File: src/rtl/frt_pkg.sv
package frt_pkg;
    typedef enum logic [0:0] {ST_IDLE, ST_RUN} frt_state_e;

    localparam int A_CTRL = 0;
    localparam int A_FLAG = 1;
    localparam int A_IEN  = 2;
    localparam int A_CNT  = 3;
    localparam int A_CMP  = 4;

    localparam int B_RUN  = 0;
    localparam int B_SEL  = 1;
    localparam int SEL_W  = 3;
    localparam int B_CLRM = 4;
    localparam int B_PAIR = 5;
    localparam int B_SCLR = 6;
endpackage

File: src/rtl/frt_prescaler.sv
module frt_prescaler #(
    parameter int SEL_W = 3
) (
    input  logic             clk,
    input  logic             rst_n,
    input  logic             run,
    input  logic             clr,
    input  logic [SEL_W-1:0] sel,
    output logic             tick
);
    localparam int PRE_W = (1 << SEL_W) - 1;

    logic [PRE_W-1:0] phase;
    logic [PRE_W-1:0] mask;

    // low 'sel' bits of the phase must all be ones for a tick
    always_comb begin
        for (int b = 0; b < PRE_W; b++) begin
            mask[b] = (b < int'(sel));
        end
    end

    assign tick = run && ((phase & mask) == mask);

    always_ff @(posedge clk or negedge rst_n) begin
        if (!rst_n) begin
            phase <= '0;
        end else if (clr) begin
            phase <= '0;
        end else if (run) begin
            phase <= phase + 1'b1;
        end
    end

    // with a divider above 1, ticks are never back to back
    assert_tick_spacing_R2: assert property (@(posedge clk) disable iff (!rst_n)
        (run && sel != '0 && tick) |=> (!tick || sel != $past(sel)));
endmodule

File: src/rtl/frt_core.sv
module frt_core
    import frt_pkg::*;
#(
    parameter int CNT_W = 16
) (
    input  logic             clk,
    input  logic             rst_n,
    input  logic             run_wr,
    input  logic             run_val,
    input  logic             soft_clr,
    input  logic             tick,
    input  logic             clr_on_match,
    input  logic [CNT_W-1:0] cmp0,
    output logic             running,
    output logic [CNT_W-1:0] cnt,
    output logic [CNT_W-1:0] nxt,
    output logic             adv,
    output logic             ovf_evt,
    output logic             wrap_evt
);
    frt_state_e state_q, state_d;
    logic       hit0;
    logic       at_max;

    // state register
    always_ff @(posedge clk or negedge rst_n) begin
        if (!rst_n) state_q <= ST_IDLE;
        else        state_q <= state_d;
    end

    // transitions START and HALT
    always_comb begin
        state_d = state_q;
        unique case (state_q)
            ST_IDLE: if (run_wr && run_val)  state_d = ST_RUN;
            ST_RUN:  if (run_wr && !run_val) state_d = ST_IDLE;
            default: state_d = ST_IDLE;
        endcase
    end

    // outputs of the controller and next count
    always_comb begin
        running  = (state_q == ST_RUN);
        adv      = running && tick;
        hit0     = clr_on_match && (cnt == cmp0);
        at_max   = (cnt == {CNT_W{1'b1}});
        nxt      = hit0 ? '0 : cnt + 1'b1;
        ovf_evt  = adv && !hit0 && at_max;
        wrap_evt = adv && (hit0 || at_max);
    end

    always_ff @(posedge clk or negedge rst_n) begin
        if (!rst_n) begin
            cnt <= '0;
        end else if (soft_clr) begin
            cnt <= '0;
        end else if (adv) begin
            cnt <= nxt;
        end
    end

    assert_hold_when_stopped_R4: assert property (@(posedge clk) disable iff (!rst_n)
        (!adv && !soft_clr) |=> $stable(cnt));

    assert_clear_on_match_R7: assert property (@(posedge clk) disable iff (!rst_n)
        (adv && clr_on_match && cnt == cmp0) |=> cnt == '0);
endmodule

File: src/rtl/frt_cmp_bank.sv
module frt_cmp_bank #(
    parameter int CNT_W  = 16,
    parameter int N_CH   = 4,
    parameter int N_PAIR = N_CH / 2
) (
    input  logic                       clk,
    input  logic                       rst_n,
    input  logic [N_CH-1:0]            buf_we,
    input  logic [CNT_W-1:0]           wdata,
    input  logic                       load,
    input  logic                       adv,
    input  logic [CNT_W-1:0]           nxt,
    input  logic                       pair_mode,
    input  logic                       soft_clr,
    output logic [N_CH-1:0]            match,
    output logic [N_CH-1:0][CNT_W-1:0] active,
    output logic [N_PAIR-1:0]          pin
);
    logic [N_CH-1:0][CNT_W-1:0] shadow;

    for (genvar i = 0; i < N_CH; i++) begin : g_ch
        always_ff @(posedge clk or negedge rst_n) begin
            if (!rst_n) begin
                shadow[i] <= '1;
                active[i] <= '1;
            end else begin
                if (buf_we[i]) shadow[i] <= wdata;
                if (load)      active[i] <= shadow[i];
            end
        end

        assign match[i] = adv && (nxt == active[i]);

        // the active value moves only on a load
        assert_buffer_hold_R10: assert property (@(posedge clk) disable iff (!rst_n)
            !load |=> $stable(active[i]));
    end

    for (genvar k = 0; k < N_PAIR; k++) begin : g_pair
        always_ff @(posedge clk or negedge rst_n) begin
            if (!rst_n) begin
                pin[k] <= 1'b0;
            end else if (soft_clr) begin
                pin[k] <= 1'b0;
            end else if (pair_mode) begin
                if (match[2*k])        pin[k] <= 1'b1;
                else if (match[2*k+1]) pin[k] <= 1'b0;
            end else begin
                pin[k] <= pin[k] ^ match[2*k] ^ match[2*k+1];
            end
        end

        assert_pair_set_source_R8: assert property (@(posedge clk) disable iff (!rst_n)
            (pair_mode && !match[2*k] && !soft_clr) |=> !$rose(pin[k]));

        assert_toggle_R9: assert property (@(posedge clk) disable iff (!rst_n)
            (!pair_mode && !soft_clr && (match[2*k] ^ match[2*k+1])) |=> pin[k] != $past(pin[k]));
    end
endmodule

File: src/rtl/frt_oc_timer.sv
module frt_oc_timer
    import frt_pkg::*;
#(
    parameter int CNT_W  = 16,
    parameter int N_CH   = 4,
    parameter int ADDR_W = 3
) (
    input  logic                  clk,
    input  logic                  rst_n,
    input  logic                  wr_en,
    input  logic [ADDR_W-1:0]     addr,
    input  logic [CNT_W-1:0]      wdata,
    output logic [CNT_W-1:0]      rdata,
    output logic                  irq,
    output logic [N_CH/2-1:0]     oc_pin
);
    localparam int N_PAIR = N_CH / 2;
    localparam int N_FLAG = N_CH + 1;

    logic [SEL_W-1:0]            sel_q;
    logic                        clrm_q;
    logic                        pair_q;
    logic [N_FLAG-1:0]           flags_q;
    logic [N_FLAG-1:0]           ien_q;
    logic [N_FLAG-1:0]           flag_clr;
    logic                        wr_ctrl;
    logic                        soft_clr;
    logic                        tick;
    logic                        running;
    logic [CNT_W-1:0]            cnt;
    logic [CNT_W-1:0]            nxt;
    logic                        adv;
    logic                        ovf_evt;
    logic                        wrap_evt;
    logic                        load;
    logic [N_CH-1:0]             buf_we;
    logic [N_CH-1:0]             match;
    logic [N_CH-1:0][CNT_W-1:0]  active;

    assign wr_ctrl  = wr_en && (addr == ADDR_W'(A_CTRL));
    assign soft_clr = wr_ctrl && wdata[B_SCLR];
    assign flag_clr = (wr_en && addr == ADDR_W'(A_FLAG)) ? wdata[N_FLAG-1:0] : '0;
    assign load     = !running || soft_clr || wrap_evt;

    for (genvar i = 0; i < N_CH; i++) begin : g_we
        assign buf_we[i] = wr_en && (addr == ADDR_W'(A_CMP + i));
    end

    always_ff @(posedge clk or negedge rst_n) begin
        if (!rst_n) begin
            sel_q   <= '0;
            clrm_q  <= 1'b0;
            pair_q  <= 1'b0;
            ien_q   <= '0;
            flags_q <= '0;
        end else begin
            if (wr_ctrl) begin
                sel_q  <= wdata[B_SEL +: SEL_W];
                clrm_q <= wdata[B_CLRM];
                pair_q <= wdata[B_PAIR];
            end
            if (wr_en && addr == ADDR_W'(A_IEN)) ien_q <= wdata[N_FLAG-1:0];
            flags_q <= (flags_q & ~flag_clr) | {match, ovf_evt};
        end
    end

    frt_prescaler #(.SEL_W(SEL_W)) u_psc (
        .clk  (clk),
        .rst_n(rst_n),
        .run  (running),
        .clr  (soft_clr),
        .sel  (sel_q),
        .tick (tick)
    );

    frt_core #(.CNT_W(CNT_W)) u_core (
        .clk         (clk),
        .rst_n       (rst_n),
        .run_wr      (wr_ctrl),
        .run_val     (wdata[B_RUN]),
        .soft_clr    (soft_clr),
        .tick        (tick),
        .clr_on_match(clrm_q),
        .cmp0        (active[0]),
        .running     (running),
        .cnt         (cnt),
        .nxt         (nxt),
        .adv         (adv),
        .ovf_evt     (ovf_evt),
        .wrap_evt    (wrap_evt)
    );

    frt_cmp_bank #(.CNT_W(CNT_W), .N_CH(N_CH), .N_PAIR(N_PAIR)) u_bank (
        .clk      (clk),
        .rst_n    (rst_n),
        .buf_we   (buf_we),
        .wdata    (wdata),
        .load     (load),
        .adv      (adv),
        .nxt      (nxt),
        .pair_mode(pair_q),
        .soft_clr (soft_clr),
        .match    (match),
        .active   (active),
        .pin      (oc_pin)
    );

    assign irq = |(flags_q & ien_q);

    always_comb begin
        rdata = '0;
        unique case (int'(addr))
            A_CTRL: begin
                rdata[B_RUN]          = running;
                rdata[B_SEL +: SEL_W] = sel_q;
                rdata[B_CLRM]         = clrm_q;
                rdata[B_PAIR]         = pair_q;
            end
            A_FLAG:  rdata[N_FLAG-1:0] = flags_q;
            A_IEN:   rdata[N_FLAG-1:0] = ien_q;
            A_CNT:   rdata = cnt;
            default: begin
                for (int i = 0; i < N_CH; i++) begin
                    if (addr == ADDR_W'(A_CMP + i)) rdata = active[i];
                end
            end
        endcase
    end

    // the overflow flag rises only together with a counter at zero
    assert_ovf_wraps_R3: assert property (@(posedge clk) disable iff (!rst_n)
        $rose(flags_q[0]) |-> cnt == '0);

    // no interrupt without a pending flag
    assert_irq_source_R12: assert property (@(posedge clk) disable iff (!rst_n)
        irq |-> flags_q != '0);
endmodule

File: config.mk
export PLATFORM = sky130hd
export DESIGN_NAME = frt_oc_timer
export DESIGN_NICKNAME = d
export VERILOG_FILES = /design/src/rtl/frt_pkg.sv /design/src/rtl/frt_prescaler.sv /design/src/rtl/frt_core.sv /design/src/rtl/frt_cmp_bank.sv /design/src/rtl/frt_oc_timer.sv
export SDC_FILE = /design/constraint.sdc
export NUM_CORES = 1
export LEC_CHECK = 0
export ABC_AREA = 1
export ABC_CLOCK_PERIOD_IN_PS = 2660
export BUFFER_PORTS_ARGS = -buffer_cell sky130_fd_sc_hd__buf_2
export CELL_PAD_IN_SITES_DETAIL_PLACEMENT = 0
export CELL_PAD_IN_SITES_GLOBAL_PLACEMENT = 1
export CORE_UTILIZATION = 46
export CTS_BUF_LIST = sky130_fd_sc_hd__clkbuf_16
export DETAILED_ROUTE_END_ITERATION = 6
export GPL_TIMING_DRIVEN = 0
export PLACE_DENSITY_LB_ADDON = 0.1
export SETUP_SLACK_MARGIN = 0.3
export SYNTH_ARGS = -nofsm -noshare
export SYNTH_HDL_FRONTEND = slang
export SYNTH_HIERARCHICAL = 1
export SYNTH_SLANG_ARGS = --single-unit
File: constraint.sdc
create_clock -name clk -period 2.66 [get_ports clk]
set_clock_uncertainty 0.2 [all_clocks]
set_input_delay 0.133 -clock clk [delete_from_list [all_inputs] [get_ports clk]]
set_output_delay 0.133 -clock clk [all_outputs]
set_load 0.01 [all_outputs]
---- Word level (Yosys, flattened, before mapping) ----
Index checks and enable logic that the tools add are counted.
word-level totals
  logic and storage cells ................. 109
  flip-flop bits (word level) ............. 169
  input bits .............................. 22
  output and inout port bits .............. 19
operators by class
  magnitude comparators ................... 7
  muxes and demuxes ....................... 24
  bitwise gates (word level) .............. 10
  equality and inequality tests ........... 16
  reduce and logical (&&, ||, !) cells .... 32
  add/sub/neg operators ................... 2
operator list
  cell                                                       count
  2-to-1 mux 16 bit                                          7
  == test 16 bit                                             5
  logical AND 1 bit                                          20
  case mux 10 bit (2 select lines)                           1
  case mux 5 bit (4 select lines)                            1
  adder 16 x 1 -> 16 bit, second input constant              1
  == test 16 bit, second input constant                      1
  2-to-1 mux 7 bit                                           2
  == test 3 bit, second input constant                       4
  AND 5 bit                                                  2
  2-to-1 mux 1 bit                                           10
  less-than comparator 3 bit, first input constant           3
  != test 4 x 1 -> 1 bit, second input constant              2
  adder 7 x 1 -> 7 bit, second input constant                1
  AND 7 bit                                                  1
  == test 7 bit                                              1
  == test 3 x 2 -> 1 bit, second input constant              2
  less-than comparator 1 x 3 -> 1 bit, first input constant  2
  less-than comparator 2 x 3 -> 1 bit, first input constant  2
  2-to-1 mux 5 bit                                           1
  NOT 5 bit                                                  1
  OR 5 bit                                                   1
  OR reduction 5 bit                                         1
  nonzero test 2 bit                                         2
  other kinds (10)                                           17

---- Logic depth before layout (Yosys ltp) ----
  word-level depth ........................ 10
  mapped depth ............................ 23
  gate-level depth less buffers ........... 21

---- Modules after synthesis ----
Netlist, hierarchy kept.
by module, submodules not included
  module         seq. area each (µm²)  cells each  area an instance (µm²)  instances
  frt_cmp_bank   3413.3                672         6073.3                  1
  frt_core       425.4                 298         1773.0                  1
  frt_oc_timer   375.4                 288         1572.8                  1
  frt_prescaler  175.2                 66          462.9                   1

---- Least setup slack after synthesis ----
OpenSTA, ideal clock, no wires.
  path type ............................... register to register
  start ................................... reg u_core.cnt[1]
  end ..................................... reg u_bank.pin[0]
  required time ........................... 2344 ps
  path slack .............................. 249 ps
  cell stages (with the launch flop) ...... 19
  setup time .............................. 116 ps
  clock period less this slack ............ 2411 ps
  arrival time ............................ 2096 ps
  buffers on the path ..................... 0
  cell sequence ........................... dfrtp_1 ha_1 nand2_1 nor3_4 nand2_1 xor2_1 nand2_1 inv_1 inv_2 nand2_1 nand2_1 nor2_1 nand2_1 nor2_2 nand3_2 nand2_2 nand2_1 nor2_2 nor2_1
on the way
  longest elaborated chain between the ends .. 9
  elaborated cells on any way between the ends .. 14
  classes of those cells .................. add/sub: 1; eq/ne: 4; mux: 4; bitwise: 2; reduce/logical: 3
RTL lines
  element                                                                         line                RTL
  from (decl)                                                                     frt_core.sv:15      output logic [CNT_W-1:0] cnt,
  from (signal assigned)                                                          frt_core.sv:58      cnt <= nxt;
  parallel branches: the longest is 2 deep, another holds adder 16 x 1 -> 16 bit  --
  2-to-1 mux 16 bit (*)                                                           frt_core.sv:47      nxt = hit0 ? '0 : cnt + 1'b1;
  via nxt[10]                                                                     frt_oc_timer.sv:31  logic [CNT_W-1:0] nxt;
  == test 16 bit                                                                  frt_cmp_bank.sv:32  assign match[i] = adv && (nxt == active[i]);
  logical AND 1 bit                                                               frt_cmp_bank.sv:32
  bitwise XOR 1 bit (2 in series)                                                 frt_cmp_bank.sv:49  pin[k] <= pin[k] ^ match[2*k] ^ match[2*k+1];
  2-to-1 mux 1 bit                                                                frt_cmp_bank.sv:45  end else if (pair_mode) begin
  2-to-1 mux 1 bit                                                                frt_cmp_bank.sv:43  end else if (soft_clr) begin
  to (signal, indexed assignment)                                                 frt_cmp_bank.sv:49
  to (decl)                                                                       frt_cmp_bank.sv:17  output logic [N_PAIR-1:0] pin
Mark *: on every way through the listed nets, which the timed path passes.
A chain may end at the register's enable or synchronous reset.

---- Final worst setup path ----
  start ................................... reg u_bank/active[0] (netlist name)
  end ..................................... reg u_bank.pin[1]
on the way
  longest elaborated chain between the ends .. 9
  elaborated cells on any way between the ends .. 13
  classes of those cells .................. eq/ne: 4; mux: 4; bitwise: 2; reduce/logical: 3
RTL lines
  element                            line                RTL
  from (decl)                        frt_cmp_bank.sv:16  output logic [N_CH-1:0][CNT_W-1:0] active,
  from (signal, indexed assignment)  frt_cmp_bank.sv:28  if (load) active[i] <= shadow[i];
  == test 16 bit (*)                 frt_core.sv:45      hit0 = clr_on_match && (cnt == cmp0);
  logical AND 1 bit (*)              frt_core.sv:45
  2-to-1 mux 16 bit (*)              frt_core.sv:47
  via nxt[11]                        frt_oc_timer.sv:31
  == test 16 bit                     frt_cmp_bank.sv:32
  logical AND 1 bit                  frt_cmp_bank.sv:32
  bitwise XOR 1 bit (2 in series)    frt_cmp_bank.sv:49
  2-to-1 mux 1 bit                   frt_cmp_bank.sv:45
  2-to-1 mux 1 bit                   frt_cmp_bank.sv:43
Mark *: on every way through the listed nets, which the timed path passes. The rest lies on a longest branch.

==> results by group <==
Outcome
  • Status: finished with violations
  • Failing checks: setup timing

Floorplan
  • Row count: 53
  • I/O Pins: 41
  • Initial core utilization: a little under half
  • Die H: 149 um
  • Core area: about 21,000 um2
  • Die Width: 149 um
  • DIE AREA: 22,100 um2

Timing
  • Count of final hold-check violations: 0
  • Relative slew slack: 41.9%
  • Tmin final: between 2000 and 3000 ps
  • Tcrit/Tclk final: 107%
  • Measured slew at the worst slew-check pin: 871 ps
  • RSZ-0062 raised after global routing: yes
  • Worst setup margin: -188 ps
  • Number of setup violations in the final report: 5
  • Hold WS: 10.9 ps
  • Fmax: 351 MHz
  • Slew Limit Fails: 0

Detailed routing
  • Final wirelength: roughly 35,000 um
  • First drt pass iteration count: 6
  • Via/cell ratio: between 5 and 6
  • Detail Route Antenna Nets: 0
  • Initial drt markers: 583
  • Detailed-route DRC error count: 0
  • WL per Instance: about 20 um
  • Vias: 9,170

GRT
  • Largest net degree at the start of global routing: 115
  • GRT Util Overall: 31.6%
  • Initial antenna violation count: 0
  • First-pass GRT wire length: 51,200 um
  • Total grt overflow: 0
  • Vias in the first global route: 8,854

Min path
  • Hold Crit Class: in2async

Critical path
  • Crit path DAT: 2980 ps
  • Crit end category: flop
  • Reg2reg start: u_bank/active[0]$_DFFE_PN1P_
  • Peak fanout along the critical path: 6
  • R2r setup slk: -190 ps
  • Critical path startpoint category: flop
  • Cells on worst reg2reg path: 20
  • Data required, critical path: 2790 ps
  • Kind of critical path: reg2reg
  • RR Endpoint: u_bank/pin[1]$_DFFE_PN0P_

Clock tree
  • Total CTS buffers: 17
  • CTS tree: done
  • H-tree Lvls: 4
  • Clock Tree Root: clkbuf_16
  • Clock-pin slew on the worst setup and hold paths: 80 ps
  • Sink Count: between 150 and 200
  • CTS Buffer Depth: 2
  • Clock Latency Late Sink: between 400 and 500 ps

Placement
  • Buffers on Ports: 40
  • Area after DPL: 10,500 um2
  • Hpwl dp: ~25,000 um
  • Pre-CTS setup slack: -883 ps
  • Placer Congestion: 0.905

Layout
  • Finished Core Util: 59.7%
  • P&R area growth vs syn: 27.1%
  • Layout cell share with drive strength beyond 1: between 30% and 40%
  • Cell area after layout: 12,600 um2
  • # nets final: 1,481
  • Ant. Diodes: 0

Synth
  • Unique cell type count in the Yosys netlist: 36
  • Mapped Cells: 1,324
  • Largest cells by area after synthesis: dfstp_2, nand2_1, dfrtp_1
  • Yosys warning count: 6
  • Post-Syn Area: 9880 um2
  • Post-synth top area share: between 30% and 40%
  • Flops & latches, synth: 169
  • Syn Nets: about 1,300
  • Yosys top cell by area: dfstp_2
  • Register area share after synthesis: 44.4%
  • Avg Cell Area, Syn: 7.46 um2

Job
  • Max-Cap Viols: 0

Power
  • Worst IR drop on VDD: 0.000611 V
  • Overall power: between 10 and 15 mW
  • Pwr dens: 855 nW/um2
  • Pleak: ~6.0 nW
flip-flops by register name, summed over array words and instances (netlist names), 2 cells and up, named ones only:
signal         count
u_bank/active     64
u_bank/shadow     64
u_core/cnt        16
u_psc/phase        7
flags_q            5
ien_q              5
sel_q              3
u_bank/pin         2
layout make-up:
class | instances | area, um2
fill | 1932 | 8460
tap | 275 | 344
multi-input combinational | 915 | 4920
inverter | 203 | 820
clock buffer | 17 | 425
sequential | 169 | 4400
clock inverter | 15 | 199
timing repair buffer | 114 | 992
buffer | 37 | 452
cell usage after synthesis:
| master | n |
|---|---|
| a21boi_0 | 1 |
| a21oi_1 | 28 |
| and2_1 | 1 |
| buf_1 | 2 |
| buf_2 | 10 |
| buf_4 | 5 |
| buf_6 | 3 |
| clkbuf_1 | 17 |
| clkinv_1 | 4 |
| dfrtp_1 | 41 |
| dfstp_2 | 128 |
| ha_1 | 2 |
| inv_1 | 160 |
| inv_2 | 39 |
| mux2_2 | 54 |
| nand2_1 | 447 |
| nand2_2 | 17 |
| nand2_4 | 1 |
| nand3_1 | 43 |
| nand3_2 | 13 |
| nand3_4 | 1 |
| nand3b_1 | 1 |
| nand4_1 | 22 |
| nor2_1 | 126 |
| nor2_2 | 14 |
| nor2_4 | 10 |
| nor3_1 | 7 |
| nor3_2 | 2 |
| nor3_4 | 1 |
| nor3b_1 | 1 |
| o211ai_1 | 5 |
| o21ai_0 | 82 |
| o21ai_1 | 18 |
| o21ai_2 | 1 |
| xnor2_1 | 1 |
| xor2_1 | 16 |
placed cells by master, fill, tap and decap left out, types with 5 or more instances in the layout:
| cell | Yosys | layout |
|---|---|---|
| o21ai_2 | 1 | 9 |
| inv_2 | 39 | 46 |
| dfstp_2 | 128 | 128 |
| xor2_1 | 16 | 15 |
| nor2_4 | 10 | 19 |
| inv_8 | 0 | 5 |
| buf_8 | 0 | 11 |
| dfrtp_2 | 0 | 11 |
| inv_4 | 0 | 14 |
| nor2_2 | 14 | 21 |
| buf_6 | 3 | 23 |
| a21oi_1 | 28 | 25 |
| nand2_2 | 17 | 47 |
| nand3_1 | 43 | 42 |
| o211ai_1 | 5 | 5 |
| nand3_2 | 13 | 12 |
| dfrtp_1 | 41 | 30 |
| nor3_1 | 7 | 5 |
| clkbuf_16 | 0 | 27 |
| nand4_1 | 22 | 22 |
| nand2_1 | 447 | 400 |
| nand2_4 | 1 | 18 |
| inv_1 | 160 | 135 |
| o21ai_1 | 18 | 40 |
| dlygate4sd3_1 | 0 | 19 |
| mux2_2 | 54 | 54 |
| nor2_1 | 126 | 110 |
| buf_4 | 5 | 31 |
| o21ai_0 | 82 | 52 |
| buf_2 | 10 | 48 |
layer usage:
metal / track usage (%) / wire (um)
met5: 0 / 0
met4: 13.5 / 1220
met3: 4.91 / 2010
met2: 50.1 / 16400
met1: 42.8 / 15000
worst max-delay path: stages (launching register included):
cell and delay (ps):
dfstp_2 630, inv_2 50, nand2_2 90, inv_2 40, nor2_2 80, nand2_2 70
nor2_4 130, nand3_4 130, buf_8 180, nand2_4 60, inv_4 60, nand2_2 100
o21ai_0 100, nor2_1 110, nand2_1 80, nor2_2 150, nand3_2 130, nor2_1 130
nand2_1 60, nor2_1 100, nor2_1 50
worst max-delay path by stage:
stage | startpoint | to | cells past startpoint
floorplan | u_bank/active[12]$_DFFE_PN1P_ | u_bank/pin[0]$_DFFE_PN0P_ | 17
CTS | u_bank/active[7]$_DFFE_PN1P_ | u_bank/pin[0]$_DFFE_PN0P_ | 20
global placement | rst_n | u_bank/pin[1]$_DFFE_PN0P_ | 1
global route | u_bank/active[0]$_DFFE_PN1P_ | u_bank/pin[1]$_DFFE_PN0P_ | 20
finish | u_bank/active[0]$_DFFE_PN1P_ | u_bank/pin[1]$_DFFE_PN0P_ | 20
detailed placement | u_core/cnt[0]$_DFFE_PN0P_ | u_bank/active[46]$_DFFE_PN1P_ | 12
stage by stage:
step                setup TNS [ps]  std cells
floorplan                        0       1324
global placement           -150020       1639
detailed placement          -44910       1640
CTS                           -378       1722
global route                 -1540       1745
finish                        -738       1745
power breakdown:
part	leakage (nW)	switching [mW]	total, mW	internal (mW)
registers	1.86	0.705	4.38	3.68
logic	3.80	2.23	3.74	1.50
clock network	0.300	1.25	2.62	1.37
timing repair:
action,CTS,global route
setup buffers,28,14
setup endpoints to repair,70,81
hold buffers,19,0
endpoints found under the hold margin,136,0
cloned,3,9
pin swaps,24,46
resized for setup,173,110
kinds of logic (layout without fill, tap and decap cells):
group,after synthesis,in the layout,synth area share (%)
flops,169,169,44.4
xor+xnor,17,17,1.51
simple gates,707,707,31.0
buf+inv,240,386,9.66
mux,54,54,6.15
fa+ha+maj,2,2,0.253
compound gates,135,135,7.03
Power figures use the tool's default switching activity.
